**config.mk**
```make
export PLATFORM = sky130hd
export DESIGN_NAME = link_rx_filter
export DESIGN_NICKNAME = d
export VERILOG_FILES = /design/src/rtl/lrf_pkg.sv /design/src/rtl/lrf_parser.sv /design/src/rtl/lrf_fifo.sv /design/src/rtl/lrf_rdy_gen.sv /design/src/rtl/link_rx_filter.sv
export SDC_FILE = /design/constraint.sdc
export NUM_CORES = 2
export LEC_CHECK = 0
export BUFFER_PORTS_ARGS = -buffer_cell sky130_fd_sc_hd__buf_2
export CORE_MARGIN = 8
export CORE_UTILIZATION = 40
export DETAILED_ROUTE_END_ITERATION = 12
export GPL_TIMING_DRIVEN = 1
export HOLD_SLACK_MARGIN = 0.02
export PLACE_DENSITY_LB_ADDON = 0.08
export SLEW_MARGIN = 25
export SYNTH_ARGS = -nofsm -noshare
export SYNTH_HDL_FRONTEND = slang
export SYNTH_MEMORY_MAX_BITS = 65536
export SYNTH_SLANG_ARGS = --single-unit
export TNS_END_PERCENT = 10
```
**constraint.sdc**
```tcl
create_clock -name clk_i -period 17.3 [get_ports clk_i]
set_input_delay 2.595 -clock clk_i [delete_from_list [all_inputs] [get_ports clk_i]]
set_output_delay 2.595 -clock clk_i [all_outputs]
set_load 0.05 [all_outputs]
```
**src/rtl/lrf_pkg.sv**
```systemverilog
package lrf_pkg;
  localparam int WORD_W   = 32;
  localparam int TYPE_LSB = 24;
  localparam int TYPE_W   = 4;
  localparam int LEN_LSB  = 0;
  localparam int LEN_W    = 8;
  localparam int ENTRY_W  = WORD_W + 1;  // {last, word}

  typedef enum logic [1:0] {
    DST_NONE = 2'd0,
    DST_IDLE = 2'd1,
    DST_CTRL = 2'd2,
    DST_DATA = 2'd3
  } dst_e;
endpackage

```
**src/rtl/lrf_parser.sv**
```systemverilog
module lrf_parser
  import lrf_pkg::*;
#(
  parameter logic [15:0] CTRL_MASK = 16'h000E
) (
  input  logic               clk_i,
  input  logic               rst_ni,
  input  logic               valid_i,
  input  logic               sof_i,
  input  logic               dead_i,
  input  logic [WORD_W-1:0]  data_i,
  input  logic [1:0]         full_i,     // [0] ctrl, [1] data
  output logic [1:0]         wr_o,
  output logic [1:0]         ovf_set_o,
  output logic [ENTRY_W-1:0] wr_entry_o
);
  dst_e             dst_q, hdr_dst, cur_dst;
  logic [LEN_W-1:0] rem_q, hdr_len;
  logic [TYPE_W-1:0] hdr_type;
  logic             drop_q, live, hdr, body, want, is_last, tgt_full;

  assign live     = valid_i & ~dead_i;
  assign hdr      = live & sof_i;
  assign body     = live & ~sof_i & (rem_q != '0);
  assign hdr_type = data_i[TYPE_LSB +: TYPE_W];
  assign hdr_len  = data_i[LEN_LSB +: LEN_W];

  always_comb begin
    if (hdr_type == '0)          hdr_dst = DST_IDLE;
    else if (CTRL_MASK[hdr_type]) hdr_dst = DST_CTRL;
    else                         hdr_dst = DST_DATA;
  end

  always_comb begin
    cur_dst = hdr ? hdr_dst : dst_q;
    is_last = hdr ? (hdr_len == '0) : (rem_q == LEN_W'(1));
    if (hdr) want = (hdr_dst == DST_CTRL) | (hdr_dst == DST_DATA);
    else     want = body & ~drop_q & ((dst_q == DST_CTRL) | (dst_q == DST_DATA));
    tgt_full = (cur_dst == DST_CTRL) ? full_i[0] : full_i[1];
  end

  always_comb begin
    wr_o      = '0;
    ovf_set_o = '0;
    if (want) begin
      if (cur_dst == DST_CTRL) begin
        wr_o[0]      = ~full_i[0];
        ovf_set_o[0] = full_i[0];
      end else begin
        wr_o[1]      = ~full_i[1];
        ovf_set_o[1] = full_i[1];
      end
    end
  end

  assign wr_entry_o = {is_last, data_i};

  always_ff @(posedge clk_i or negedge rst_ni) begin
    if (!rst_ni) begin
      dst_q  <= DST_NONE;
      rem_q  <= '0;
      drop_q <= 1'b0;
    end else if (hdr) begin
      dst_q  <= hdr_dst;
      rem_q  <= hdr_len;
      drop_q <= want & tgt_full;
    end else if (body) begin
      rem_q <= rem_q - LEN_W'(1);
      if (want && tgt_full) drop_q <= 1'b1;
    end
  end
endmodule

```
**src/rtl/lrf_fifo.sv**
```systemverilog
module lrf_fifo #(
  parameter int DEPTH = 64,
  parameter int W     = 33,
  localparam int PTR_W = $clog2(DEPTH),
  localparam int CNT_W = PTR_W + 1
) (
  input  logic             clk_i,
  input  logic             rst_ni,
  input  logic             wr_i,
  input  logic [W-1:0]     wr_data_i,
  output logic             rd_valid_o,
  input  logic             rd_ready_i,
  output logic [W-1:0]     rd_data_o,
  output logic             full_o,
  output logic [CNT_W-1:0] cnt_o
);
  logic [W-1:0]     mem [DEPTH];
  logic [PTR_W-1:0] wp_q, rp_q;
  logic [CNT_W-1:0] cnt_q;
  logic             pop;

  assign rd_valid_o = (cnt_q != '0);
  assign full_o     = (cnt_q == CNT_W'(DEPTH));
  assign rd_data_o  = mem[rp_q];
  assign cnt_o      = cnt_q;
  assign pop        = rd_valid_o & rd_ready_i;

  always_ff @(posedge clk_i) begin
    if (wr_i) mem[wp_q] <= wr_data_i;
  end

  always_ff @(posedge clk_i or negedge rst_ni) begin
    if (!rst_ni) begin
      wp_q  <= '0;
      rp_q  <= '0;
      cnt_q <= '0;
    end else begin
      if (wr_i) wp_q <= wp_q + PTR_W'(1);
      if (pop)  rp_q <= rp_q + PTR_W'(1);
      case ({wr_i, pop})
        2'b10:   cnt_q <= cnt_q + CNT_W'(1);
        2'b01:   cnt_q <= cnt_q - CNT_W'(1);
        default: cnt_q <= cnt_q;
      endcase
    end
  end
endmodule

```
**src/rtl/lrf_rdy_gen.sv**
```systemverilog
module lrf_rdy_gen #(
  parameter int DEPTH = 64,
  parameter int LAT   = 12,
  localparam int CNT_W = $clog2(DEPTH) + 1
) (
  input  logic [CNT_W-1:0] cnt_i,
  output logic             rdy_o
);
  logic [CNT_W-1:0] free;
  assign free  = CNT_W'(DEPTH) - cnt_i;
  assign rdy_o = (free > CNT_W'(LAT));
endmodule

```
**src/rtl/link_rx_filter.sv**
```systemverilog
module link_rx_filter
  import lrf_pkg::*;
#(
  parameter int          DEPTH         = 64,
  parameter int          LATENCY_WORDS = 12,
  parameter logic [15:0] CTRL_MASK     = 16'h000E,
  localparam int         CNT_W         = $clog2(DEPTH) + 1
) (
  input  logic        clk_i,
  input  logic        rst_ni,
  input  logic        in_valid_i,
  input  logic        in_sof_i,
  input  logic        in_dead_i,
  input  logic [31:0] in_data_i,
  output logic        ctrl_valid_o,
  input  logic        ctrl_ready_i,
  output logic [31:0] ctrl_data_o,
  output logic        ctrl_last_o,
  output logic        data_valid_o,
  input  logic        data_ready_i,
  output logic [31:0] data_data_o,
  output logic        data_last_o,
  output logic        crdy_o,
  output logic        drdy_o,
  output logic        ctrl_ovf_o,
  output logic        data_ovf_o
);
  logic [1:0]         q_wr, q_full, q_ovf_set, q_ready, q_valid, q_rdy;
  logic [ENTRY_W-1:0] wr_entry;
  logic [ENTRY_W-1:0] q_head [2];
  logic [CNT_W-1:0]   q_cnt  [2];
  logic               q_ovf_q [2];
  logic [CNT_W-1:0]   ctrl_cnt, data_cnt;

  lrf_parser #(.CTRL_MASK(CTRL_MASK)) u_parser (
    .clk_i      (clk_i),
    .rst_ni     (rst_ni),
    .valid_i    (in_valid_i),
    .sof_i      (in_sof_i),
    .dead_i     (in_dead_i),
    .data_i     (in_data_i),
    .full_i     (q_full),
    .wr_o       (q_wr),
    .ovf_set_o  (q_ovf_set),
    .wr_entry_o (wr_entry)
  );

  assign q_ready = {data_ready_i, ctrl_ready_i};

  for (genvar g = 0; g < 2; g++) begin : g_q
    lrf_fifo #(.DEPTH(DEPTH), .W(ENTRY_W)) u_fifo (
      .clk_i      (clk_i),
      .rst_ni     (rst_ni),
      .wr_i       (q_wr[g]),
      .wr_data_i  (wr_entry),
      .rd_valid_o (q_valid[g]),
      .rd_ready_i (q_ready[g]),
      .rd_data_o  (q_head[g]),
      .full_o     (q_full[g]),
      .cnt_o      (q_cnt[g])
    );

    lrf_rdy_gen #(.DEPTH(DEPTH), .LAT(LATENCY_WORDS)) u_rdy (
      .cnt_i (q_cnt[g]),
      .rdy_o (q_rdy[g])
    );

    always_ff @(posedge clk_i or negedge rst_ni) begin
      if (!rst_ni)           q_ovf_q[g] <= 1'b0;
      else if (q_ovf_set[g]) q_ovf_q[g] <= 1'b1;
    end
  end

  assign ctrl_valid_o = q_valid[0];
  assign ctrl_data_o  = q_head[0][WORD_W-1:0];
  assign ctrl_last_o  = q_head[0][WORD_W];
  assign data_valid_o = q_valid[1];
  assign data_data_o  = q_head[1][WORD_W-1:0];
  assign data_last_o  = q_head[1][WORD_W];
  assign crdy_o       = q_rdy[0];
  assign drdy_o       = q_rdy[1];
  assign ctrl_ovf_o   = q_ovf_q[0];
  assign data_ovf_o   = q_ovf_q[1];
  assign ctrl_cnt     = q_cnt[0];
  assign data_cnt     = q_cnt[1];
endmodule

```
# Yosys cells after proc, flatten, opt, wreduce, memory -nomap -nowiden
# Memory sizes are Yosys's and may differ from the RTL's.
# Cells that the tools add are included.
# op_classes
bitwise	16
eq_ne	12
addsub	11
reduce_logical	11
order_cmp	3
mux	24
# op_table
cell	n
case mux 7 bit (2 select lines)	2
adder 6 x 1 -> 6 bit (second input constant)	4
two-way mux 1 bit	16
two-way mux 8 bit	2
adder 7 x 1 -> 7 bit (second input constant)	2
equality test 2 bit (second input constant)	7
equality test 7 bit (second input constant)	2
> comparator 7 x 4 -> 1 bit (second input constant)	2
nonzero test 7 bit	2
subtractor 7 x 1 -> 7 bit (second input constant)	2
subtractor 7 bit (first input constant)	2
AND 1 bit	9
equality test 8 x 1 -> 1 bit (second input constant)	1
logical NOT 8 bit	1
two-way mux 2 bit	4
nonzero test 2 bit	4
nonzero test 8 bit	1
subtractor 8 x 1 -> 8 bit (second input constant)	1
less-than comparator 4 x 5 -> 1 bit (second input constant)	1
inverter 1 bit	5
equality test 2 x 1 -> 1 bit (second input constant)	2
logical NOT 4 bit	1
bitwise OR 1 bit	2
AND reduction 2 bit	1
logical AND 1 bit	1
# word_totals
word_cells	91
n_memories	3
rom_bits	16
ff_bits	51
out_inout_bits	72
inputBits	39
ramBits	4224
# memory_table
name	depth	width	rd	rd_clocked_by_memory_dff	write_ports	line_no	text
g_q[0].u_fifo.mem	64	33	1	0	1	lrf_fifo.sv:17	logic [W-1:0] mem [DEPTH];
g_q[1].u_fifo.mem	64	33	1	0	1	lrf_fifo.sv:17	
(name not given)	16	1	1	0	0	lrf_parser.sv:30	else if (CTRL_MASK[hdr_type]) hdr_dst = DST_CTRL;

# Depth between registers and ports, before layout
# logic_depth
depth_word	11
depth_mapped	16
ltp_nobuf	15

# Modules after synthesis
# A second synthesis with hierarchy kept.
# unflattened
cells_unflattened	7399
hier_area_um2	164923.2
# by_module_without_submodules
module	seq_area_each_um2	cells_each	instances	area_per_inst_um2
lrf_fifo at g_q[0].u_fifo	63896.3	3656	1	81914.8
lrf_fifo at g_q[1].u_fifo	63896.3	3604	1	81864.8
lrf_parser	275.3	125	1	1018.5
link_rx_filter	50.0	4	1	62.6
lrf_rdy_gen	0.0	5	2	31.3

# Worst setup path after synthesis
# Ideal clock, no wire load.
# synth_path
path_kind	in2reg
startpoint	input port in_sof_i
endpoint	memory g_q[0].u_fifo.mem[0][32], data pin
t_arrival_ns	7.997
n_path_buf	1
t_required_ns	16.103
setup_ns	1.197
slack_ns	8.106
path_stages	3
path_cell_list	and3b_1 clkbuf_1 o21ai_0
# synth_between
elab_chain_len	2
# synth_rtl
item	line_no	text
from (decl)	link_rx_filter.sv:12	input logic in_sof_i,
AND 1 bit	lrf_parser.sv:23	assign hdr = live & sof_i;
two-way mux 1 bit	lrf_parser.sv:36	is_last = hdr ? (hdr_len == '0) : (rem_q == LEN_W'(1));
named net u_parser.is_last	lrf_parser.sv:20	logic drop_q, live, hdr, body, want, is_last, tgt_full;
to (decl)	lrf_fifo.sv:17	
# The timed path passes the listed nets, and every way through them passes these cells.

# Final worst setup path
# layout_path
startpoint	register g_q[1].u_fifo.rp_q[1]
endpoint	output port data_data_o[24]
# layout_between
elab_chain_len	1
# layout_rtl
item	line_no	text
from (decl)	lrf_fifo.sv:18	logic [PTR_W-1:0] wp_q, rp_q;
from (signal assigned)	lrf_fifo.sv:39	if (pop) rp_q <= rp_q + PTR_W'(1);
memory (64 x 33 bit)	--	
to (decl)	link_rx_filter.sv:21	output logic [31:0] data_data_o,
# Every way passes these cells.

==> impl_metrics.env <==
export IMPL_status="completed"
export IMPL_grt_pass1_wl_um=664000
export IMPL_die_x_um=654
export IMPL_cts_tree="built"
export IMPL_clockRootBuffer="clkbuf_16"
export IMPL_synth_fp_nets=7104
export IMPL_drive_gt1_share_pct=30.1
export IMPL_critPathKind="reg2out"
export IMPL_hold_depth=1
export IMPL_yosys_area_top_type="edfxtp_1"
export IMPL_vias=77700
export IMPL_critical_path_required_ns=14.70
export IMPL_peakVddDrop_uv=282
export IMPL_yosysSeqAreaShare_pct=78.6
export IMPL_portBuffers=110
export IMPL_reg2reg_from="u_parser.rem_q[0]"
export IMPL_finalHoldViolations=0
export IMPL_grt_setup_unrepaired="no"
export IMPL_grt_usage_pct=22.2
export IMPL_fin_ws_ns=8.21
export IMPL_io_pins=111
export IMPL_synth_top_flop_cell="edfxtp_1"
export IMPL_synth_edf_count=4224
export IMPL_worst_pin_slew_ns=1.15
export IMPL_use_met3_pct=2.96
export IMPL_die_h_um=654
export IMPL_yosysTopAreaCellShare_pct=77.8
export IMPL_end_kind="primary output"
export IMPL_vias_per_cell=5.81
export IMPL_first_pass_iters=6
export IMPL_nNetsFinal=7590
export IMPL_htreeDepth=5
export IMPL_wl_per_cell_um=36.1
export IMPL_fmaxAchievable_mhz=110
export IMPL_wl_um=483000
export IMPL_use_met1_pct=30.4
export IMPL_start_util_pct=40.1
export IMPL_finalSetupViolCount=0
export IMPL_grt_max_degree=155
export IMPL_reg2reg_slack_ns=13.02
export IMPL_cts_made_buffers=455
export IMPL_ys_warn_count=0
export IMPL_r2r_end="g_q[1].u_fifo.mem[20][31]"
export IMPL_synth_distinct_cells=64
export IMPL_hpwl_um=269000
export IMPL_skew_ns=0.0429
export IMPL_netlist_area_um2=163000
export IMPL_rows=234
export IMPL_syn_inst=7045
export IMPL_finalPower_mw=30.5
export IMPL_area_growth_pct=14.7
export IMPL_met2_usage_pct=37.9
export IMPL_p_leak_nw=57.8
export IMPL_async_flop_share_pct=1.19
export IMPL_synth_most_common_cell="edfxtp_1"
export IMPL_worstSkewPairLatency_ns=0.98
export IMPL_worst_path_max_fanout=84
export IMPL_grt_busiest_layer="met2"
export IMPL_synth_commonest_cells="edfxtp_1, mux4_2, clkbuf_1"
export IMPL_grt_pass1_vias=80400
export IMPL_maxCapViolCount=0
export IMPL_overflow=0
export IMPL_path_clk_slew_ns=0.06
export IMPL_core_um2=406000
export IMPL_cts_buffer_depth=4
export IMPL_power_density_nw_per_um2=163
export IMPL_period_needed_ns=9.09
export IMPL_cts_resized=0
export IMPL_start_kind="register"
export IMPL_ys_ff_latch=4275
export IMPL_cts_sinks=4275
export IMPL_n_fill_cell=33800
export IMPL_hp_start="ctrl_ovf_o"
export IMPL_hold_buffers=0
export IMPL_synth_area_leaders="edfxtp_1, mux4_2, mux2i_1"
export IMPL_die_area_um2=428000
export IMPL_ant_nets=0
export IMPL_drt_iter0_markers=8715
export IMPL_multiInputGateArea_um2=34300
export IMPL_antenna_found_initial=58
export IMPL_whs_endpoint="ctrl_ovf_o"
export IMPL_hold_path_class="reg2reg"
export IMPL_maxSlewViolCount=0
export IMPL_register_area_um2=128000
export IMPL_fin_crit_sh_pct=52.5
export IMPL_synth_area_per_cell_um2=23.1
export IMPL_drc_errors=0
export IMPL_dpl_worst_slack_ns=9.11
export IMPL_worstPathArrival_ns=6.49
export IMPL_relSlewSlack_pct=22.7
export IMPL_tns_ns=0
export IMPL_postCtsSetupRepairBufs=0
export IMPL_gp_congestion=0.786
export IMPL_reg2reg_depth=10
==> kinds of logic after synthesis <==
logic type | count (synthesis) | synth area share [%]
AO/OA/AOI/OAI | 576 | 2.33
XOR/XNOR | 30 | 0.161
adder cells (fa/ha/maj) | 20 | 0.163
buffers and inverters | 415 | 1.07
flip-flops | 4275 | 78.6
multiplexers | 1264 | 16.4
AND/OR/NAND/NOR | 465 | 1.32
==> how the worst max path moves through the flow <==
stage,startpoint,end,slack [ns],cells after the start
2_1_floorplan,in_sof_i,g_q[0].u_fifo.mem[0][32],8.11,3
3_3_place_gp,in_data_i[5],g_q[1].u_fifo.mem[28][32],8.36,6
3_5_place_dp,g_q[1].u_fifo.rp_q[1],data_data_o[22],9.11,9
4_1_cts,g_q[1].u_fifo.rp_q[1],data_data_o[22],8.01,9
5_1_grt,g_q[0].u_fifo.rp_q[0],ctrl_data_o[25],7.90,10
6_report,g_q[1].u_fifo.rp_q[1],data_data_o[24],8.21,9
==> worst max-delay path, stage by stage, from the launching register on <==
cell and delay [ns]:
dfrtp_4 0.92, buf_4 0.84, buf_12 0.47, buf_4 0.88, mux4_2 0.37, o22ai_1 0.08
a211oi_1 0.68, o22ai_1 0.18, nor2_1 0.49, buf_2 0.37
==> cell type report <==
type	count	area share, %
antenna	28	0.0375
clock buffer	571	6.46
clock inverter	272	1.18
inverter	19	0.0422
multi-input combinational	2355	18.4
sequential	4275	68.6
tap	5428	3.63
timing repair buffer	425	1.73
==> layout by cell type, fill, tap and decap left out, types with 71 or more instances in the layout <==
cell | synthesis | routed
nand2_1 | 128 | 128
a21oi_1 | 77 | 71
o22ai_1 | 130 | 130
a22oi_1 | 117 | 117
nand3_1 | 78 | 78
clkbuf_16 | 0 | 464
clkinv_2 | 0 | 96
o21ai_0 | 87 | 84
buf_2 | 119 | 77
buf_4 | 7 | 309
clkinv_1 | 0 | 106
a211oi_1 | 122 | 101
mux4_2 | 1120 | 1120
clkbuf_1 | 218 | 101
nor2_4 | 0 | 132
mux2i_1 | 137 | 137
edfxtp_1 | 4224 | 4224
==> sequential cells by signal, indices dropped and copies added, names as in the netlist <==
| signal | cells |
|---|---|
| u_parser.drop_q | 1 |
| g_q.u_fifo.mem | 4224 |
| u_parser.rem_q | 8 |
| u_parser.dst_q | 2 |
| data_ovf_o | 1 |
| g_q.u_fifo.rp_q | 12 |
| g_q.u_fifo.cnt_o | 14 |
| g_q.u_fifo.wp_q | 12 |
| ctrl_ovf_o | 1 |
==> power breakdown <==
| part | leakage (nW) | internal, mW | switching [mW] |
|---|---|---|---|
| clock | 6.98 | 5.35 | 4.03 |
| combinational | 12.2 | 3.39 | 5.98 |
| sequential | 38.6 | 11.5 | 0.275 |
| total | 57.8 | 20.2 | 10.3 |
==> through the flow <==
step	area [um^2]	hold slack (ns)	utilization, %	instances
2_1_floorplan	163000	0.464	-	7045
3_3_place_gp	172000	0.490	42.5	12500
3_5_place_dp	173000	0.491	42.5	12500
4_1_cts	187000	0.508	46.0	13300
5_1_grt	187000	0.524	46.0	13300
6_report	187000	0.488	46.0	13400
==> routing by layer <==
metal  share of wire, %  wire [um]  up-vias
met5             0.0056         27        -
met4                2.7      13100        4
met3                5.9      28400      559
met2                 50     242000     2590
met1                 41     199000    43300
li1                   -          -    31300
No activity file was read; power rests on OpenSTA's default activity.
